File: src/rtl/rowseq_pkg.sv
package rowseq_pkg;
  typedef enum logic [2:0] {
    PH_IDLE   = 3'd0,
    PH_SETTLE = 3'd1,
    PH_SAMP1  = 3'd2,
    PH_CLEAR  = 3'd3,
    PH_POST   = 3'd4,
    PH_SAMP2  = 3'd5
  } phase_t;
endpackage

File: src/rtl/rowseq_rst_sync.sv
module rowseq_rst_sync (
  input  logic clk,
  input  logic rst_n,
  output logic rst_s_n
);
  logic meta_q;
  logic sync_q;

  always_ff @(posedge clk or negedge rst_n) begin
    if (!rst_n) begin
      meta_q <= 1'b0;
      sync_q <= 1'b0;
    end else begin
      meta_q <= 1'b1;
      sync_q <= meta_q;
    end
  end

  assign rst_s_n = sync_q;
endmodule

File: src/rtl/rowseq_timer.sv
module rowseq_timer #(
  parameter int TW = 8
) (
  input  logic          clk,
  input  logic          rst_s_n,
  input  logic          clr,
  input  logic          en,
  input  logic [TW-1:0] len,
  output logic          last
);
  logic [TW-1:0] cnt_q;
  logic [TW-1:0] cnt_d;

  assign last = (cnt_q == (len - 1'b1));

  always_comb begin
    cnt_d = cnt_q;
    if (clr)      cnt_d = '0;
    else if (en)  cnt_d = last ? '0 : cnt_q + 1'b1;
  end

  always_ff @(posedge clk or negedge rst_s_n) begin
    if (!rst_s_n) cnt_q <= '0;
    else          cnt_q <= cnt_d;
  end
endmodule

File: src/rtl/rowseq_onehot.sv
module rowseq_onehot #(
  parameter int N  = 64,
  parameter int RW = 6
) (
  input  logic          en,
  input  logic [RW-1:0] idx,
  output logic [N-1:0]  oh
);
  for (genvar i = 0; i < N; i++) begin : g_dec
    assign oh[i] = en && (idx == RW'(i));
  end
endmodule

File: src/rtl/rowseq_ctrl.sv
module rowseq_ctrl
  import rowseq_pkg::*;
#(
  parameter int NUM_ROWS = 64,
  parameter int TW       = 8,
  localparam int RW      = (NUM_ROWS > 1) ? $clog2(NUM_ROWS) : 1
) (
  input  logic                clk,
  input  logic                rst_n,
  input  logic                start,
  input  logic                abort,
  input  logic                continuous,
  input  logic [TW-1:0]       t_settle,
  input  logic [TW-1:0]       t_sample,
  input  logic [TW-1:0]       t_clear,
  input  logic [TW-1:0]       t_post,
  output logic [NUM_ROWS-1:0] gate_en,
  output logic [NUM_ROWS-1:0] clear_en,
  output logic                sample_sig,
  output logic                sample_ped,
  output logic [RW-1:0]       row_idx,
  output logic                frame_start,
  output logic                frame_done,
  output logic                busy
);
  localparam logic [RW-1:0] LAST_ROW = RW'(NUM_ROWS - 1);

  logic          rst_s_n;
  phase_t        ph_q, ph_d;
  logic [RW-1:0] row_q, row_d;
  logic          done_q, done_d;
  logic          fs_q, fs_d;
  logic          cfg_ld;
  logic [TW-1:0] cs_q, cp_q, cc_q, cq_q;
  logic [TW-1:0] len_sel;
  logic          ph_last;
  logic          active;

  function automatic logic [TW-1:0] at_least_one(input logic [TW-1:0] v);
    return (v == '0) ? TW'(1) : v;
  endfunction

  rowseq_rst_sync u_rst (.clk(clk), .rst_n(rst_n), .rst_s_n(rst_s_n));

  always_comb begin
    unique case (ph_q)
      PH_SETTLE:          len_sel = cs_q;
      PH_SAMP1, PH_SAMP2: len_sel = cp_q;
      PH_CLEAR:           len_sel = cc_q;
      PH_POST:            len_sel = cq_q;
      default:            len_sel = TW'(1);
    endcase
  end

  rowseq_timer #(.TW(TW)) u_timer (
    .clk(clk), .rst_s_n(rst_s_n),
    .clr(!active || abort), .en(active),
    .len(len_sel), .last(ph_last)
  );

  always_comb begin
    ph_d   = ph_q;
    row_d  = row_q;
    done_d = 1'b0;
    fs_d   = 1'b0;
    cfg_ld = 1'b0;
    if (abort) begin
      ph_d  = PH_IDLE;
      row_d = '0;
    end else begin
      unique case (ph_q)
        PH_IDLE: if (start) begin
          ph_d   = PH_SETTLE;
          row_d  = '0;
          cfg_ld = 1'b1;
          fs_d   = 1'b1;
        end
        PH_SETTLE: if (ph_last) ph_d = PH_SAMP1;
        PH_SAMP1:  if (ph_last) ph_d = PH_CLEAR;
        PH_CLEAR:  if (ph_last) ph_d = PH_POST;
        PH_POST:   if (ph_last) ph_d = PH_SAMP2;
        PH_SAMP2: if (ph_last) begin
          if (row_q == LAST_ROW) begin
            row_d  = '0;
            done_d = 1'b1;
            ph_d   = continuous ? PH_SETTLE : PH_IDLE;
            fs_d   = continuous;
          end else begin
            row_d = row_q + 1'b1;
            ph_d  = PH_SETTLE;
          end
        end
        default: ph_d = PH_IDLE;
      endcase
    end
  end

  always_ff @(posedge clk or negedge rst_s_n) begin
    if (!rst_s_n) begin
      ph_q   <= PH_IDLE;
      row_q  <= '0;
      done_q <= 1'b0;
      fs_q   <= 1'b0;
    end else begin
      ph_q   <= ph_d;
      row_q  <= row_d;
      done_q <= done_d;
      fs_q   <= fs_d;
    end
  end

  always_ff @(posedge clk or negedge rst_s_n) begin
    if (!rst_s_n) begin
      cs_q <= TW'(1);
      cp_q <= TW'(1);
      cc_q <= TW'(1);
      cq_q <= TW'(1);
    end else if (cfg_ld) begin
      cs_q <= at_least_one(t_settle);
      cp_q <= at_least_one(t_sample);
      cc_q <= at_least_one(t_clear);
      cq_q <= at_least_one(t_post);
    end
  end

  assign active = (ph_q != PH_IDLE);

  rowseq_onehot #(.N(NUM_ROWS), .RW(RW)) u_gate_dec (
    .en(active), .idx(row_q), .oh(gate_en)
  );
  rowseq_onehot #(.N(NUM_ROWS), .RW(RW)) u_clr_dec (
    .en(ph_q == PH_CLEAR), .idx(row_q), .oh(clear_en)
  );

  assign sample_sig  = (ph_q == PH_SAMP1);
  assign sample_ped  = (ph_q == PH_SAMP2);
  assign row_idx     = row_q;
  assign frame_start = fs_q;
  assign frame_done  = done_q;
  assign busy        = active;
endmodule

File: config.mk
export PLATFORM = sky130hd
export DESIGN_NAME = rowseq_ctrl
export DESIGN_NICKNAME = d
export VERILOG_FILES = /design/src/rtl/rowseq_pkg.sv /design/src/rtl/rowseq_rst_sync.sv /design/src/rtl/rowseq_timer.sv /design/src/rtl/rowseq_onehot.sv /design/src/rtl/rowseq_ctrl.sv
export SDC_FILE = /design/constraint.sdc
export NUM_CORES = 1
export LEC_CHECK = 0
export BUFFER_PORTS_ARGS = -buffer_cell sky130_fd_sc_hd__clkbuf_2
export CAP_MARGIN = 15
export CORE_ASPECT_RATIO = 1.5
export CORE_UTILIZATION = 45
export DETAILED_ROUTE_END_ITERATION = 6
export GPL_ROUTABILITY_DRIVEN = 0
export HOLD_SLACK_MARGIN = 0.05
export PLACE_DENSITY = 0.76
export SLEW_MARGIN = 20
export SYNTH_ARGS = -nofsm -noshare
export SYNTH_HDL_FRONTEND = slang
export SYNTH_SLANG_ARGS = --single-unit
File: constraint.sdc
create_clock -name clk -period 5.5 [get_ports clk]
set_input_delay 0.55 -clock clk [delete_from_list [all_inputs] [get_ports clk]]
set_output_delay 0.55 -clock clk [all_outputs]
set_load 0.1 [all_outputs]
==> results.json <==
{
  "final_cell_mix": "clkbuf_2, nor2_1, dfrtp_1",
  "dr.pass1.iters": 5,
  "ys_ff_latch": 53,
  "multiInputGateArea_sq_mm": 0.002275,
  "cts_tree": "done",
  "slew_headroom_pct": 32.91,
  "port_buffers": 175,
  "p_clk_share_pct": 29.0,
  "tns_ns": 0,
  "hold_path_class": "reg2reg",
  "fillers": 721,
  "synthesis.nets": 524,
  "post_cts_buffers": 0,
  "instances_no_fill": 744,
  "grtUsageTotal_pct": 27.76,
  "max-vdd-ir-drop_mv": 0.2425,
  "drtIter0Drc": 225,
  "finalMaxSlewViolations": 0,
  "cp_max_fo": 25,
  "p_int_uw": 852.8,
  "syn_inst": 481,
  "pwr-share-seq_pct": 42.8,
  "worst_path_most_repeated_cell": "nor2b_1",
  "drive_above_1_share_pct": 35.05,
  "synth-edff-count": 0,
  "diodes": 0,
  "boundaryPins": 176,
  "slowest_delay_ns": 0.90,
  "crit_type": "reg2reg",
  "rows": 40,
  "num-nets-final": 681,
  "insertion_delay_ns": 0.30,
  "cts.sinks": 53,
  "wl_mm": 12.09,
  "synth_seq_area_share_pct": 35.45,
  "vias": 4144,
  "rsz0062_at_grt": "no",
  "grt_pass1_vias": 3662,
  "status": "complete, no violations",
  "antenna_found_initial": 0,
  "wire_per_inst_microns": 16.25,
  "p_sw_uw": 421.9,
  "die_area_sq_mm": 0.008721,
  "hold_viol": 0,
  "yosys_warnings": 0,
  "p_comb_share_pct": 28.2,
  "fmax_mhz": 228.3,
  "fp.dieW_microns": 76.59,
  "start_util_pct": 46.60,
  "path_buf_inv": 1,
  "netlist_area_sq_mm": 0.003755,
  "synth_flop_cell": "dfrtp_1",
  "die_y_microns": 113.9,
  "cts_buffer_depth": 2,
  "place_ws_ns": 1.186,
  "p_sw_share_pct": 33.10,
  "endpoint_kind": "flop",
  "grt-ovfl-total": 0,
  "setup_viol": 0,
  "worstPathRequired_ns": 5.72,
  "grt_max_degree": 52,
  "start_kind": "flop",
  "worst_path_max_delay_cell": "dfrtp_1",
  "avgSynthCellArea_sq_um": 7.806,
  "synthArstFlopShare_pct": 100.0,
  "clock_skew_ns": 0.005274,
  "powerDensity_mw_per_mm2": 262.7,
  "grt_pass1_wl_mm": 18.83,
  "drv_cap": 0,
  "ys_types": 60,
  "post-place-cells": 735,
  "drc": 0,
  "syn2layout_area_growth_pct": 29.22,
  "mostFrequentLayoutCell": "clkbuf_2",
  "via_per_inst": 5.570,
  "ant_nets": 0,
  "period_needed_ns": 4.380,
  "leakage_uw": 0.002249,
  "numCtsBuffers": 5,
  "hpwl_mm": 9.364,
  "arrival_ns": 4.60,
  "cp_cell_sequence": "nor2b_1, nor2b_1, o32ai_1, inv_1, ha_1, nor4b_1, or2_2, a311oi_1, o211ai_1, or4b_1, a31oi_1",
  "tightest_slew_ns": 1.002,
  "cts.clk_slew.worst_paths_ns": 0.07,
  "path_delay_family": "compound AO/OA/AOI/OAI gates",
  "h-tree-depth": 2,
  "setup_ws_ns": 1.120,
  "seq_area_sq_mm": 0.001335,
  "root_buffer": "clkbuf_16",
  "coreArea_sq_mm": 0.008058,
  "period_share_pct": 79.64
}
-- synthesized netlist by cell type (2+ instances only) --
| master | instances | area (sq um) |
|---|---|---|
| nor2_1 | 153 | 574.3 |
| dfrtp_1 | 49 | 1226 |
| nand2_1 | 35 | 131.4 |
| mux2_2 | 27 | 304.0 |
| a21oi_1 | 21 | 105.1 |
| nand3_1 | 20 | 100.1 |
| clkbuf_1 | 19 | 71.32 |
| inv_1 | 11 | 41.29 |
| nor2b_1 | 8 | 50.05 |
| a31oi_1 | 7 | 43.79 |
| buf_2 | 7 | 35.03 |
| nor3_1 | 7 | 35.03 |
| o21ai_0 | 7 | 35.03 |
| ha_1 | 6 | 75.07 |
| o2bb2ai_1 | 6 | 52.55 |
| xor2_1 | 6 | 52.55 |
| a211oi_1 | 5 | 37.54 |
| mux2i_1 | 5 | 50.05 |
| nand3b_1 | 5 | 37.54 |
| nor4_1 | 5 | 31.28 |
| or4_1 | 5 | 37.54 |
| dfstp_2 | 4 | 105.1 |
| or2_2 | 4 | 25.02 |
| or3_1 | 4 | 25.02 |
| xnor2_1 | 4 | 35.03 |
| a21o_1 | 3 | 22.52 |
| and2_1 | 3 | 18.77 |
| and3_1 | 3 | 18.77 |
| o211ai_1 | 3 | 22.52 |
| or2_0 | 3 | 18.77 |
| a32o_1 | 2 | 20.02 |
| and4b_1 | 2 | 20.02 |
| nand2b_1 | 2 | 12.51 |
| nor4bb_1 | 2 | 20.02 |
| o21ai_1 | 2 | 10.01 |
| o31ai_1 | 2 | 15.01 |
-- flip-flops by register name, indices dropped and copies added (netlist names), 3 cells and up --
signal,cells
ph_q,3
u_timer.cnt_q,8
cs_q,8
cp_q,8
row_idx,6
cq_q,8
cc_q,8
-- logic make-up (layout without fill, tap and decap cells) --
family	after synthesis	in the layout	synth area share [%]
buf+inv	38	196	4.032
other cells	1	1	0.09987
compound gates	72	72	13.26
fa+ha+maj	6	6	1.999
simple gates	266	266	32.09
xor+xnor	11	11	2.932
flops	53	53	35.45
mux	34	34	10.13
-- timing repair --
action	in CTS	in global routing
endpoints found under the hold margin	2	0
resized for setup	0	0
hold buffers	1	0
-- layout make-up --
type                            count  share of cell area [%]
Clock buffer                        6                   2.862
Clock inverter                      2                  0.7736
Inverter                           11                  0.8510
Multi-Input combinational cell    390                   46.88
Sequential cell                    53                   27.51
Tap cell                          105                   2.708
Timing Repair Buffer              177                   18.41
-- metrics by stage --
| stage | util [%] | hold slack, ns | instance area (sq um) | power, uW |
|---|---|---|---|---|
| detailed placement | 57.87 | 0.3374 | 4663 | 910.1 |
| global placement | 57.87 | 0.3372 | 4663 | 895.9 |
| floorplan | - | 0.2544 | 3755 | 813.4 |
| CTS | 60.19 | 0.3571 | 4850 | 1280 |
| finish | 60.22 | 0.3516 | 4852 | 1275 |
| global route | 60.22 | 0.3683 | 4852 | 1338 |
-- worst register-to-register path: stages, from the launching register on --
cell and delay, ns:
dfrtp_1 0.90, nor2b_1 0.16, nor2b_1 0.18, o32ai_1 0.52, inv_1 0.16, ha_1 0.26
nor4b_1 0.18, or2_2 0.31, a311oi_1 0.35, o211ai_1 0.47, or4b_1 0.61, a31oi_1 0.18
-- per-layer routing --
metal | vias to the layer above | global-route usage (%) | wire length (microns)
met5 | - | 0 | 0
met4 | 0 | 10.00 | 314
met3 | 26 | 4.960 | 694
met2 | 200 | 52.67 | 6282
met1 | 1942 | 30.64 | 4801
li1 | 1976 | - | -
-- power groups by stage --
stage	sequential (uW)	clock, uW	combinational, uW
floorplan	524	0	289
global placement	550	0	346
detailed placement	553	0	357
CTS	545	377	358
global route	558	389	391
finish	545	369	360
-- path summary, 6_finish.rpt --
path / start / cells after the start / slack [ns] / to
min in group asynchronous: u_rst.rst_s_n / 0 / 0.37 / frame_start
max: ph_q[1] / 11 / 1.12 / row_idx[0]
max in group asynchronous: u_rst.rst_s_n / 0 / 4.68 / cp_q[1]
max reg2reg: ph_q[1] / 11 / 1.12 / row_idx[0]
min: u_rst.meta_q / 0 / 0.35 / u_rst.rst_s_n
min reg2reg: u_rst.meta_q / 0 / 0.35 / u_rst.rst_s_n
Power figures use the tool's default switching activity.
